<file path="config.mk">
export PLATFORM = sky130hd
export DESIGN_NAME = stk_circ_mapper
export DESIGN_NICKNAME = d
export VERILOG_FILES = /design/src/rtl/stkmap_pkg.sv /design/src/rtl/stk_op_decode.sv /design/src/rtl/stk_ptr_regs.sv /design/src/rtl/stk_addr_splice.sv /design/src/rtl/stk_limit_flags.sv /design/src/rtl/stk_circ_mapper.sv
export SDC_FILE = /design/constraint.sdc
export NUM_CORES = 1
export LEC_CHECK = 0
export BUFFER_PORTS_ARGS = -buffer_cell sky130_fd_sc_hd__buf_2
export CAP_MARGIN = 5
export CORE_ASPECT_RATIO = 1.2
export CORE_MARGIN = 2
export CORE_UTILIZATION = 50
export CTS_BUF_LIST = sky130_fd_sc_hd__clkbuf_8
export DETAILED_ROUTE_END_ITERATION = 12
export MAX_ROUTING_LAYER = met4
export PLACE_DENSITY = 0.75
export SLEW_MARGIN = 40
export SYNTH_ARGS = -nofsm -noshare
export SYNTH_HDL_FRONTEND = slang
export SYNTH_SLANG_ARGS = --single-unit
export TNS_END_PERCENT = 20
</file>
<file path="constraint.sdc">
create_clock -name clk -period 5.75 [get_ports clk]
set_clock_uncertainty 0.15 [all_clocks]
set_input_delay 1.15 -clock clk [delete_from_list [all_inputs] [get_ports clk]]
set_output_delay 1.15 -clock clk [all_outputs]
set_load 0.005 [all_outputs]
</file>
<file path="src/rtl/stkmap_pkg.sv">
package stkmap_pkg;

  localparam int unsigned SZ_CODE_W = 3;
  localparam int unsigned NUM_CODES = 1 << SZ_CODE_W;

  typedef logic [SZ_CODE_W-1:0] sz_code_t;

  localparam sz_code_t SZ_BASE = 3'd0;  // base window (256 words by default)
  localparam sz_code_t SZ_HALF = 3'd1;
  localparam sz_code_t SZ_QTR  = 3'd2;
  localparam sz_code_t SZ_8TH  = 3'd3;
  localparam sz_code_t SZ_DBL  = 3'd4;
  localparam sz_code_t SZ_FLAT = 3'd7;  // no wrap, full pointer

  typedef enum logic [1:0] {
    OP_IDLE = 2'd0,
    OP_PUSH = 2'd1,
    OP_POP  = 2'd2
  } stk_op_e;

  // Number of byte-address bits taken from the pointer for a size code.
  function automatic int unsigned keep_bits(input sz_code_t c,
                                            input int unsigned base_log2,
                                            input int unsigned aw);
    int unsigned n;
    case (c)
      SZ_HALF: n = base_log2;
      SZ_QTR:  n = base_log2 - 1;
      SZ_8TH:  n = base_log2 - 2;
      SZ_DBL:  n = base_log2 + 2;
      SZ_FLAT: n = aw;
      default: n = base_log2 + 1;
    endcase
    if (n > aw) n = aw;
    return n;
  endfunction

endpackage

</file>
<file path="src/rtl/stk_op_decode.sv">
module stk_op_decode
  import stkmap_pkg::*;
(
  input  logic    push_i,
  input  logic    pop_i,
  input  logic    hold_i,
  output stk_op_e op_o
);

  always_comb begin
    op_o = OP_IDLE;
    if (!hold_i) begin
      if (push_i && !pop_i)      op_o = OP_PUSH;
      else if (pop_i && !push_i) op_o = OP_POP;
    end
  end

endmodule

</file>
<file path="src/rtl/stk_ptr_regs.sv">
module stk_ptr_regs
  import stkmap_pkg::*;
#(
  parameter int unsigned   AW      = 16,
  parameter logic [AW-1:0] RST_SP  = 16'hFC00,
  parameter logic [AW-1:0] RST_OVF = 16'hFA00,
  parameter logic [AW-1:0] RST_UNF = 16'hFC00
) (
  input  logic          clk,
  input  logic          rst,
  input  stk_op_e       op_i,
  input  logic          ld_sp_i,
  input  logic          ld_ovf_i,
  input  logic          ld_unf_i,
  input  logic          ld_size_i,
  input  logic [AW-1:0] ld_data_i,
  output logic [AW-1:0] sp_o,
  output logic [AW-1:0] sp_dec_o,
  output logic [AW-1:0] sp_inc_o,
  output logic [AW-1:0] ovf_lim_o,
  output logic [AW-1:0] unf_lim_o,
  output sz_code_t      size_o
);

  localparam logic [AW-1:0] STEP  = AW'(2);
  localparam logic [AW-1:0] ALIGN = ~AW'(1);

  logic [AW-1:0] sp_q, ovf_q, unf_q;
  sz_code_t      size_q;

  assign sp_dec_o = sp_q - STEP;
  assign sp_inc_o = sp_q + STEP;

  always_ff @(posedge clk) begin
    if (rst) begin
      sp_q   <= RST_SP & ALIGN;
      ovf_q  <= RST_OVF;
      unf_q  <= RST_UNF;
      size_q <= SZ_BASE;
    end else begin
      if (ld_sp_i)              sp_q <= ld_data_i & ALIGN;
      else if (op_i == OP_PUSH) sp_q <= sp_dec_o;
      else if (op_i == OP_POP)  sp_q <= sp_inc_o;
      if (ld_ovf_i)  ovf_q  <= ld_data_i;
      if (ld_unf_i)  unf_q  <= ld_data_i;
      if (ld_size_i) size_q <= ld_data_i[SZ_CODE_W-1:0];
    end
  end

  assign sp_o      = sp_q;
  assign ovf_lim_o = ovf_q;
  assign unf_lim_o = unf_q;
  assign size_o    = size_q;

endmodule

</file>
<file path="src/rtl/stk_addr_splice.sv">
module stk_addr_splice
  import stkmap_pkg::*;
#(
  parameter int unsigned   AW        = 16,
  parameter int unsigned   BASE_LOG2 = 8,
  parameter logic [AW-1:0] TOP_LIMIT = 16'hFBFE
) (
  input  logic [AW-1:0] ptr_i,
  input  sz_code_t      size_i,
  output logic [AW-1:0] phys_o
);

  localparam logic [AW-1:0] ALIGN = ~AW'(1);

  logic [AW-1:0] mask_tbl [NUM_CODES];
  logic [AW-1:0] sel_mask;

  // One constant keep-mask per size code; bit 0 never comes from the pointer.
  for (genvar c = 0; c < NUM_CODES; c++) begin : g_code
    localparam int unsigned KEEP = keep_bits(sz_code_t'(c), BASE_LOG2, AW);
    for (genvar b = 0; b < AW; b++) begin : g_bit
      assign mask_tbl[c][b] = (b > 0) && (b < KEEP);
    end
  end

  assign sel_mask = mask_tbl[size_i];
  assign phys_o   = ((TOP_LIMIT & ~sel_mask) | (ptr_i & sel_mask)) & ALIGN;

endmodule

</file>
<file path="src/rtl/stk_limit_flags.sv">
module stk_limit_flags
  import stkmap_pkg::*;
#(
  parameter int unsigned AW = 16
) (
  input  logic          clk,
  input  logic          rst,
  input  stk_op_e       op_i,
  input  logic [AW-1:0] sp_dec_i,
  input  logic [AW-1:0] sp_inc_i,
  input  logic [AW-1:0] ovf_lim_i,
  input  logic [AW-1:0] unf_lim_i,
  input  logic          clr_ovf_i,
  input  logic          clr_unf_i,
  output logic          ovf_o,
  output logic          unf_o
);

  logic set_ovf, set_unf;
  logic ovf_q, unf_q;

  assign set_ovf = (op_i == OP_PUSH) && (sp_dec_i < ovf_lim_i);
  assign set_unf = (op_i == OP_POP)  && (sp_inc_i > unf_lim_i);

  always_ff @(posedge clk) begin
    if (rst) begin
      ovf_q <= 1'b0;
      unf_q <= 1'b0;
    end else begin
      ovf_q <= set_ovf | (ovf_q & ~clr_ovf_i);
      unf_q <= set_unf | (unf_q & ~clr_unf_i);
    end
  end

  assign ovf_o = ovf_q;
  assign unf_o = unf_q;

endmodule

</file>
<file path="src/rtl/stk_circ_mapper.sv">
module stk_circ_mapper
  import stkmap_pkg::*;
#(
  parameter int unsigned   AW        = 16,
  parameter int unsigned   BASE_LOG2 = 8,
  parameter logic [AW-1:0] TOP_LIMIT = 16'hFBFE,
  parameter logic [AW-1:0] RST_SP    = 16'hFC00,
  parameter logic [AW-1:0] RST_OVF   = 16'hFA00,
  parameter logic [AW-1:0] RST_UNF   = 16'hFC00
) (
  input  logic          clk,
  input  logic          rst,
  input  logic          push_i,
  input  logic          pop_i,
  input  logic          ld_sp_i,
  input  logic          ld_ovf_i,
  input  logic          ld_unf_i,
  input  logic          ld_size_i,
  input  logic [AW-1:0] ld_data_i,
  input  logic          clr_ovf_i,
  input  logic          clr_unf_i,
  output logic [AW-1:0] sp_o,
  output logic [AW-1:0] phys_addr_o,
  output logic          addr_vld_o,
  output logic          ovf_flag_o,
  output logic          unf_flag_o
);

  stk_op_e       op;
  logic [AW-1:0] sp_q, sp_dec, sp_inc, ovf_lim, unf_lim;
  logic [AW-1:0] addr_src, addr_phys;
  sz_code_t      size_q;
  logic [AW-1:0] addr_q;
  logic          vld_q;

  stk_op_decode u_dec (
    .push_i (push_i),
    .pop_i  (pop_i),
    .hold_i (ld_sp_i),
    .op_o   (op)
  );

  stk_ptr_regs #(
    .AW(AW), .RST_SP(RST_SP), .RST_OVF(RST_OVF), .RST_UNF(RST_UNF)
  ) u_regs (
    .clk       (clk),
    .rst       (rst),
    .op_i      (op),
    .ld_sp_i   (ld_sp_i),
    .ld_ovf_i  (ld_ovf_i),
    .ld_unf_i  (ld_unf_i),
    .ld_size_i (ld_size_i),
    .ld_data_i (ld_data_i),
    .sp_o      (sp_q),
    .sp_dec_o  (sp_dec),
    .sp_inc_o  (sp_inc),
    .ovf_lim_o (ovf_lim),
    .unf_lim_o (unf_lim),
    .size_o    (size_q)
  );

  // Push addresses the pre-decremented slot, pop the current one.
  assign addr_src = (op == OP_PUSH) ? sp_dec : sp_q;

  stk_addr_splice #(
    .AW(AW), .BASE_LOG2(BASE_LOG2), .TOP_LIMIT(TOP_LIMIT)
  ) u_splice (
    .ptr_i  (addr_src),
    .size_i (size_q),
    .phys_o (addr_phys)
  );

  stk_limit_flags #(.AW(AW)) u_flags (
    .clk       (clk),
    .rst       (rst),
    .op_i      (op),
    .sp_dec_i  (sp_dec),
    .sp_inc_i  (sp_inc),
    .ovf_lim_i (ovf_lim),
    .unf_lim_i (unf_lim),
    .clr_ovf_i (clr_ovf_i),
    .clr_unf_i (clr_unf_i),
    .ovf_o     (ovf_flag_o),
    .unf_o     (unf_flag_o)
  );

  always_ff @(posedge clk) begin
    if (rst) begin
      addr_q <= '0;
      vld_q  <= 1'b0;
    end else begin
      vld_q <= (op != OP_IDLE);
      if (op != OP_IDLE) addr_q <= addr_phys;
    end
  end

  assign sp_o        = sp_q;
  assign phys_addr_o = addr_q;
  assign addr_vld_o  = vld_q;

endmodule

</file>
==> flow_summary.yaml, run 1 <==
power_and_ir_drop:
  ir_worst_vdd_mv: 0.141
  p_leak_nw: 2.12
  power_density_mw_per_mm2: 246
sta:
  rsz0062_at_grt: "no"
  timing.fmax_ghz: 0.303
  worstMarginPinSlew_ns: 0.909
  setup_viol: 0
  finalCriticalPeriod_ns: 3.30
  relSlewSlack_pct: 39.3
  tns_ns: 0
  finalCritPeriodShare_pct: 57.3
  drv_slew: 0
  finalHoldViolCount: 0
  whs_ns: 0.338
global_route:
  grt_pass1_wl_mm: 19.1
  track_usage_pct: 26.9
  gr-total-overflow: 0
  grt_start_max_net_pins: 51
  antenna_found_initial: 0
  grt_pass1_vias: 3837
clock_network:
  insertion_delay_ns: 0.35
  cts_hold_buf: 0
  cts_tree: "done"
  cts_buffers: 9
  htreeDepth: 3
  clockBufferDepth: 2
  cts_setup_buffers: 0
  clkSinkCount: 68
  cts_resized: 0
  clkTransAtPathRegs_ns: 0.07
  root_buffer: "clkbuf_8"
drt:
  drc: 0
  wl_per_cell_um: 17.2
  vias_per_cell: 5.81
  num_vias: 4014
  drt_iter0_markers: 241
  antenna_left: 0
  dr.pass1.iters: 5
  wirelength_mm: 11.9
final_layout:
  nFillCells: 837
  diodes: 0
  syn2layout_area_growth_pct: 10.1
  final_cell_mix: "dfxtp_1 (68), buf_2 (57), nor2_1 (53), nand2_1 (53), inv_1 (44)"
  final_net_count: 629
  instances_no_fill: 691
  regArea_mm2: 0.00136
  utilization_pct: 56.2
  final_area_mm2: 0.00479
  drive_gt1_share_pct: 15.0
  final_common_cell: "dfxtp_1"
  multi_input_area_mm2: 0.00266
placed_design:
  dpl.cell_count: 675
  io_buffer_count: 58
  place_hpwl_mm: 8.72
  placed_area_mm2: 0.00463
  place.gp.congestion: 0.959
die:
  die-area_mm2: 0.00946
  start_util_pct: 51.1
  core_mm2: 0.00852
  die_h_um: 106
  ios: 61
  die_w_um: 89.1
  rows: 37
yosys:
  synth-main-ff-cell: "dfxtp_1"
  synth_area_mm2: 0.00435
  seq_area_frac_synth_pct: 31.3
  synthArstFlopShare_pct: 0
  synth-seq-cells: 68
  synth_edf_count: 0
  synth_top_cell_area_share_pct: 31.3
  synth_area_leaders: "dfxtp_1 (31%), ha_1 (9.8%), mux2i_1 (6.2%)"
  synth_top_cell_by_area: "dfxtp_1"
  avgSynthCellArea_um2: 8.08
  netlist_instances: 538
  yosysWarnings: 0
  synthDistinctLibCells: 62
critical_path:
  cp.arrival_ns: 3.37
  crit_fanout: 10
  critPathKind: "reg -> reg"
  start_kind: "flop"
  required_ns: 5.82
  worstRegToRegCells: 9
  crit_path_end_kind: "flop"
worst_hold_path:
  hold_depth: 2
  worst_hold_path_type: "reg -> reg"
job:
  drv_cap: 0
outcome:
  status: "finished, final reports clean"
area by class of cell:
class	instances	area share, %
Tap cell	117	3.06
Multi-Input combinational cell	390	55.6
Sequential cell	68	28.4
Inverter	40	3.14
Timing Repair Buffer	60	6.43
Clock inverter	6	0.523
Clock buffer	10	2.87
registers in the layout, indices dropped and copies added (netlist names):
signal and flops:
addr_vld_o 1, phys_addr_o 15, u_flags.ovf_o 1, u_flags.unf_o 1, u_regs.ovf_lim_o 16, u_regs.size_o 3
u_regs.sp_o 15, u_regs.unf_lim_o 16
logic make-up after synthesis:
family,count (synthesis),synth area share [%]
and+or+nand+nor,169,19.2
AOI/OAI and AO/OA,120,17.8
buffers and inverters,81,7.68
DFF,68,31.3
xor gates and xnor gates,38,8.00
adders and majority gates,34,9.78
muxes,27,6.21
other,1,0.0862
path summary, 6_finish.rpt:
path                   startpoint              endpoint  slack, ns
min          u_regs.ovf_lim_o[12]  u_regs.ovf_lim_o[12]       0.34
max reg2reg        u_regs.sp_o[1]         u_flags.ovf_o       2.45
min reg2reg  u_regs.ovf_lim_o[12]  u_regs.ovf_lim_o[12]       0.34
max                u_regs.sp_o[1]         u_flags.ovf_o       2.45
report_power, final:
part           switching [mW]  internal [mW]  total (mW)
Sequential             0.0418          0.503       0.545
Combinational           0.169          0.122       0.291
Clock                   0.181          0.161       0.342
through the flow:
step / total power, mW / setup WS, ns
floorplan: 0.753 / 2.74
global placement: 0.833 / 2.59
detailed placement: 0.842 / 2.50
CTS: 1.18 / 2.47
global route: 1.24 / 2.30
finish: 1.18 / 2.45
cell usage after synthesis (2+ instances only):
library cell   n
xor2_1        14
o21ai_1        3
dfxtp_1       68
clkbuf_1      24
or4_1          2
o21ba_1        2
buf_1          7
a2bb2oi_1      2
mux2i_1       27
nor2b_1        5
buf_4          2
nor2_1        53
inv_1         40
ha_1          34
a211oi_1       7
xnor2_1       22
nand2_1       53
nand4_1       14
nor3b_1        4
a21oi_1       35
nor4_1         5
nor3_1         8
and3_1         2
buf_6          2
or3_1          3
and4_1         3
o211ai_1      13
buf_2          6
nand2b_1       2
nand3_1        4
a21o_1         3
a22oi_1        4
o31ai_1        2
a2111oi_0      4
o22ai_1        4
o21ai_0       28
nor4_2         2
worst max-delay path, cell delays in order (launching register included):
cell and delay, ns:
dfxtp_1 0.39, inv_1 0.20, ha_1 0.30, or3b_1 0.53, or4b_4 0.63, xnor2_2 0.17, ha_1 0.30, and4_1 0.21
nor3b_1 0.19, a21oi_1 0.09
layer usage:
metal / vias to the layer above / GRT usage, % / routed length [µm]
met5: - / - / 0
met4: 0 / 11.0 / 346
met3: 23 / 4.74 / 639
met2: 142 / 43.1 / 5880
met1: 1913 / 33.0 / 5050
li1: 1936 / - / -
Power figures use the tool's default switching activity.
==> inputs of run 2 (changes only) <==
clock period = 3.3 ns   (was 5.75 ns; I/O delays follow)
==> run 2 against run 1 <==
Effect of this change: critical path depth increased by 3; flip-flop and latch count unchanged; combinational power increased by 84%; maximum frequency increased by 7.6%; highest routed layer unchanged; final cell count increased by 1.6%; critical path type unchanged; register-to-register slack got worse by 2.2 ns; via count increased by 1.5%; global-route usage increased by 0.39 points; clock power increased by 95%; hold slack about the same; die area unchanged.
==> flow_summary.yaml, run 2 (synthesis gave the netlist of run 1 again) <==
outcome:
  status: "finished, final reports clean"
drt:
  wl_per_cell_um: 17.4
  drc: 0
  wirelength_mm: 12.2
  vias_per_cell: 5.80
  dr.pass1.iters: 5
  drt_iter0_markers: 274
  antenna_left: 0
  num_vias: 4074
critical_path:
  crit_path_end_kind: "flop"
  cpMaxStageDelayCell: "dfxtp_1"
  start_kind: "flop"
  regToRegSetupSlack_ns: 0.24
  path_cells: "inv_1 > ha_1 > or3b_1 > buf_4 > nor4_2 > xor2_1 > ha_1 > a21oi_1 > nor2b_1 > o21ai_0 > a31oi_1 > a21oi_1"
  required_ns: 3.42
  worstRegToRegCells: 12
  cp_slowest_stage_delay_ns: 0.40
  crit_fanout: 10
  cp.arrival_ns: 3.18
  critPathKind: "reg -> reg"
sta:
  timing.fmax_ghz: 0.327
  drv_slew: 0
  setup_slack_ns: 0.238
  setup_viol: 0
  rsz0062_at_grt: "no"
  finalCriticalPeriod_ns: 3.06
  tns_ns: 0
  relSlewSlack_pct: 47.6
  finalCritPeriodShare_pct: 92.8
  worstMarginPinSlew_ns: 0.785
  finalHoldViolCount: 0
power_and_ir_drop:
  internal_power_mw: 1.44
  p_comb_share_pct: 25.0
  sw_frac_of_total_pct: 32.6
  p_seq_share_pct: 43.8
  ir_worst_vdd_mv: 0.311
  p_leak_nw: 2.17
  power.total_mw: 2.14
  power_density_mw_per_mm2: 438
  p_switching_mw: 0.698
  pwr-share-clk_pct: 31.2
global_route:
  track_usage_pct: 27.3
  grt_start_max_net_pins: 30
  grt_pass1_vias: 3996
  gr-total-overflow: 0
  grt_pass1_wl_mm: 19.5
  antenna_found_initial: 0
die:
  core_mm2: 0.00852
  die_w_um: 89.1
  die_h_um: 106
  rows: 37
  ios: 61
  die-area_mm2: 0.00946
  start_util_pct: 51.1
final_layout:
  final_common_cell: "dfxtp_1"
  drive_gt1_share_pct: 16.8
  final_net_count: 640
  instances_no_fill: 702
  syn2layout_area_growth_pct: 12.4
  diodes: 0
  final_cell_mix: "dfxtp_1 (68), buf_2 (58), nor2_1 (53), nand2_1 (53), inv_1 (42)"
placed_design:
  io_buffer_count: 58
  dpl.cell_count: 686
  pre_cts_ws_ns: 0.291
  place_hpwl_mm: 9.02
  place.gp.congestion: 0.977
clock_network:
  clockBufferDepth: 2
  cts_setup_buffers: 0
  insertion_delay_ns: 0.35
  root_buffer: "clkbuf_8"
  htreeDepth: 3
  clkTransAtPathRegs_ns: 0.08
  clkSinkCount: 68
  cts_tree: "done"
  cts_hold_buf: 0
  cts_buffers: 9
  cts_resized: 0
job:
  drv_cap: 0
worst_hold_path:
  hold_depth: 2
  worst_hold_path_type: "reg -> reg"
==> run 2: changes by cell type in the layout (fill, tap and decap cells not counted), sizes merged <==
cell      previous run  this run
clkinv               2         3
buf                 60        71
clkinvlp             0         1
inv                 44        42
clkbuf              10         9
bufinv               0         1
==> run 2: critical path, delay by kind of cell, from the launching register on <==
kind	cells	cell delay, ns
AOI/OAI and AO/OA	4	0.56
adders and majority gates	2	0.48
and+or+nand+nor	3	0.78
DFF	1	0.40
xor gates and xnor gates	1	0.22
buffers and inverters	2	0.40
==> run 2: power by group through the flow <==
stage,combinational [mW],clock (mW),sequential (mW)
after floorplan,0.383,0,0.929
after global placement,0.516,0,0.951
after detailed placement,0.527,0,0.953
after CTS,0.532,0.672,0.934
after global routing,0.596,0.707,0.944
final,0.536,0.667,0.936
==> run 2: through the flow <==
step / hold WS [ns] / cell area [µm²] / util (%)
finish: 0.339 / 4890 / 57.4
global route: 0.352 / 4890 / 57.4
CTS: 0.343 / 4890 / 57.4
detailed placement: 0.331 / 4700 / 55.2
global placement: 0.320 / 4700 / 55.2
floorplan: 0.301 / 4350 / -
==> run 2: final timing paths <==
path / startpoint / end
setup / recovery: u_regs.sp_o[1] / u_flags.ovf_o
setup reg to reg: u_regs.sp_o[1] / u_flags.ovf_o
hold reg to reg: u_regs.ovf_lim_o[15] / u_regs.ovf_lim_o[15]
hold / removal: u_regs.ovf_lim_o[15] / u_regs.ovf_lim_o[15]
==> run 2: area by class of cell <==
type	instances	area (µm²)
clock buffers	9	124
clock inverters	7	60.1
fillers	810	3630
inverters	40	150
multi-input cells	390	2660
flip-flops and latches	68	1360
well taps	117	146
repair buffers	71	388
==> run 2: routing by layer <==
layer | track usage, % | vias up | part of all wire (%)
li1 | - | 1953 | -
met1 | 33.0 | 1924 | 42
met2 | 44.5 | 159 | 49
met3 | 5.28 | 38 | 5.9
met4 | 10.0 | 0 | 3.2
met5 | - | - | 0
==> inputs of run 3 (changes only) <==
CORE_UTILIZATION = 45   (was 50)
PLACE_DENSITY = 0.69   (was 0.75)
==> run 3 against run 2 <==
Effect of this change: flip-flop and latch count did not move; setup slack improved by 0.018 ns; first-iteration DRC count fell by 19%; clock-buffer cell count did not move; hold slack got worse by 0.00085 ns; sequential power rose by 0.4%; critical endpoint unchanged.
==> flow_summary.yaml, run 3 (synthesis gave the netlist of run 1 again) <==
sta:
  finalCritPeriodShare_pct: 92.2
  relSlewSlack_pct: 49.9
  setup_viol: 0
  setup_slack_ns: 0.257
  finalCriticalPeriod_ns: 3.04
  finalHoldViolCount: 0
  whs_ns: 0.338
  tns_ns: 0
  timing.fmax_ghz: 0.329
  rsz0062_at_grt: "no"
  drv_slew: 0
  worstMarginPinSlew_ns: 0.750
die:
  die-area_mm2: 0.0105
  start_util_pct: 45.9
  die_w_um: 93.7
  die_h_um: 112
  rows: 39
  ios: 61
  core_mm2: 0.00947
final_layout:
  final_net_count: 642
  final_area_mm2: 0.00488
  final_common_cell: "dfxtp_1"
  utilization_pct: 51.5
  diodes: 0
  instances_no_fill: 709
  syn2layout_area_growth_pct: 12.1
  final_cell_mix: "dfxtp_1 (68), buf_2 (58), nor2_1 (53), nand2_1 (53), inv_1 (43)"
  drive_gt1_share_pct: 16.7
power_and_ir_drop:
  internal_power_mw: 1.36
  power_density_mw_per_mm2: 418
  power.total_mw: 2.04
  pwr-share-clk_pct: 27.6
  p_leak_nw: 2.17
  p_switching_mw: 0.682
  sw_frac_of_total_pct: 33.4
  p_comb_share_pct: 26.3
  p_seq_share_pct: 46.1
  ir_worst_vdd_mv: 0.216
clock_network:
  cts_hold_buf: 0
  htreeDepth: 3
  clockBufferDepth: 2
  cts_tree: "done"
  cts_setup_buffers: 0
  insertion_delay_ns: 0.36
  root_buffer: "clkbuf_8"
  cts_buffers: 9
  clkSinkCount: 68
  cts_resized: 0
  clkTransAtPathRegs_ns: 0.07
critical_path:
  required_ns: 3.37
  crit_path_end_kind: "flop"
  worstRegToRegCells: 9
  rr_startpoint: "u_regs.sp_o[1]"
  regToRegSetupSlack_ns: 0.26
  critPathKind: "reg -> reg"
  crit_fanout: 10
  cp.arrival_ns: 3.11
  start_kind: "flop"
  r2r_end: "u_flags.ovf_o"
placed_design:
  place_hpwl_mm: 9.68
  place.gp.congestion: 0.961
  placed_area_mm2: 0.00473
  dpl.cell_count: 694
  io_buffer_count: 58
  pre_cts_ws_ns: 0.304
job:
  drv_cap: 0
worst_hold_path:
  hold_depth: 2
  worst_hold_path_type: "reg -> reg"
  min-delay-start: "u_regs.unf_lim_o[13]"
  holdPathEnd: "u_regs.unf_lim_o[13]"
global_route:
  grt_pass1_vias: 3923
  antenna_found_initial: 0
  grt_pass1_wl_mm: 20.2
  gr-total-overflow: 0
  track_usage_pct: 25.7
  grt_start_max_net_pins: 30
drt:
  antenna_left: 0
  dr.pass1.iters: 4
  drc: 0
  wirelength_mm: 12.7
  drt_iter0_markers: 222
  vias_per_cell: 5.57
  wl_per_cell_um: 17.9
  num_vias: 3947
outcome:
  status: "finished, final reports clean"
## run 3: cell count changes in the layout (fill, tap and decap cells not counted), sizes merged
cell	change
bufinv	-1
clkinvlp	-1
inv	+1
buf	+2
## run 3: how the worst max path moves through the flow
stage	start	end	slack [ns]	cells after the start
detailed placement	u_regs.sp_o[1]	u_flags.ovf_o	0.30	9
finish	u_regs.sp_o[1]	u_flags.ovf_o	0.26	9
global placement	u_regs.sp_o[1]	u_flags.ovf_o	0.40	9
floorplan	u_regs.sp_o[1]	u_flags.ovf_o	0.29	10
CTS	u_regs.sp_o[1]	u_flags.ovf_o	0.28	9
global route	u_regs.sp_o[1]	u_flags.ovf_o	0.09	12
## run 3: power groups by stage
stage | clock network (mW) | registers (mW) | logic (mW)
after global placement | 0 | 0.955 | 0.522
final | 0.562 | 0.940 | 0.537
after floorplan | 0 | 0.929 | 0.383
after CTS | 0.579 | 0.939 | 0.536
after detailed placement | 0 | 0.957 | 0.531
after global routing | 0.617 | 0.947 | 0.602
## run 3: critical path, cell delays in order (launching register included)
cell and delay, ns:
dfxtp_1 0.40, inv_1 0.20, ha_1 0.20, or3b_1 0.40, or4b_4 0.59, xnor2_2 0.17, ha_1 0.30, and4_1 0.22
nor3b_1 0.19, a21oi_1 0.09
## run 3: layout make-up
cell class | instances | area (µm²)
Sequential cell | 68 | 1360
Inverter | 40 | 150
Fill cell | 968 | 4590
Clock inverter | 6 | 26.3
Tap cell | 123 | 154
Timing Repair Buffer | 73 | 403
Multi-Input combinational cell | 390 | 2660
Clock buffer | 9 | 124
## run 3: layer usage
| metal | up-vias | global-route usage (%) | share of wire (%) |
|---|---|---|---|
| met5 | - | - | 0 |
| met4 | 0 | 7.73 | 2.4 |
| met3 | 22 | 4.74 | 4.2 |
| met2 | 97 | 43.1 | 50 |
| met1 | 1868 | 31.1 | 43 |
| li1 | 1960 | - | - |
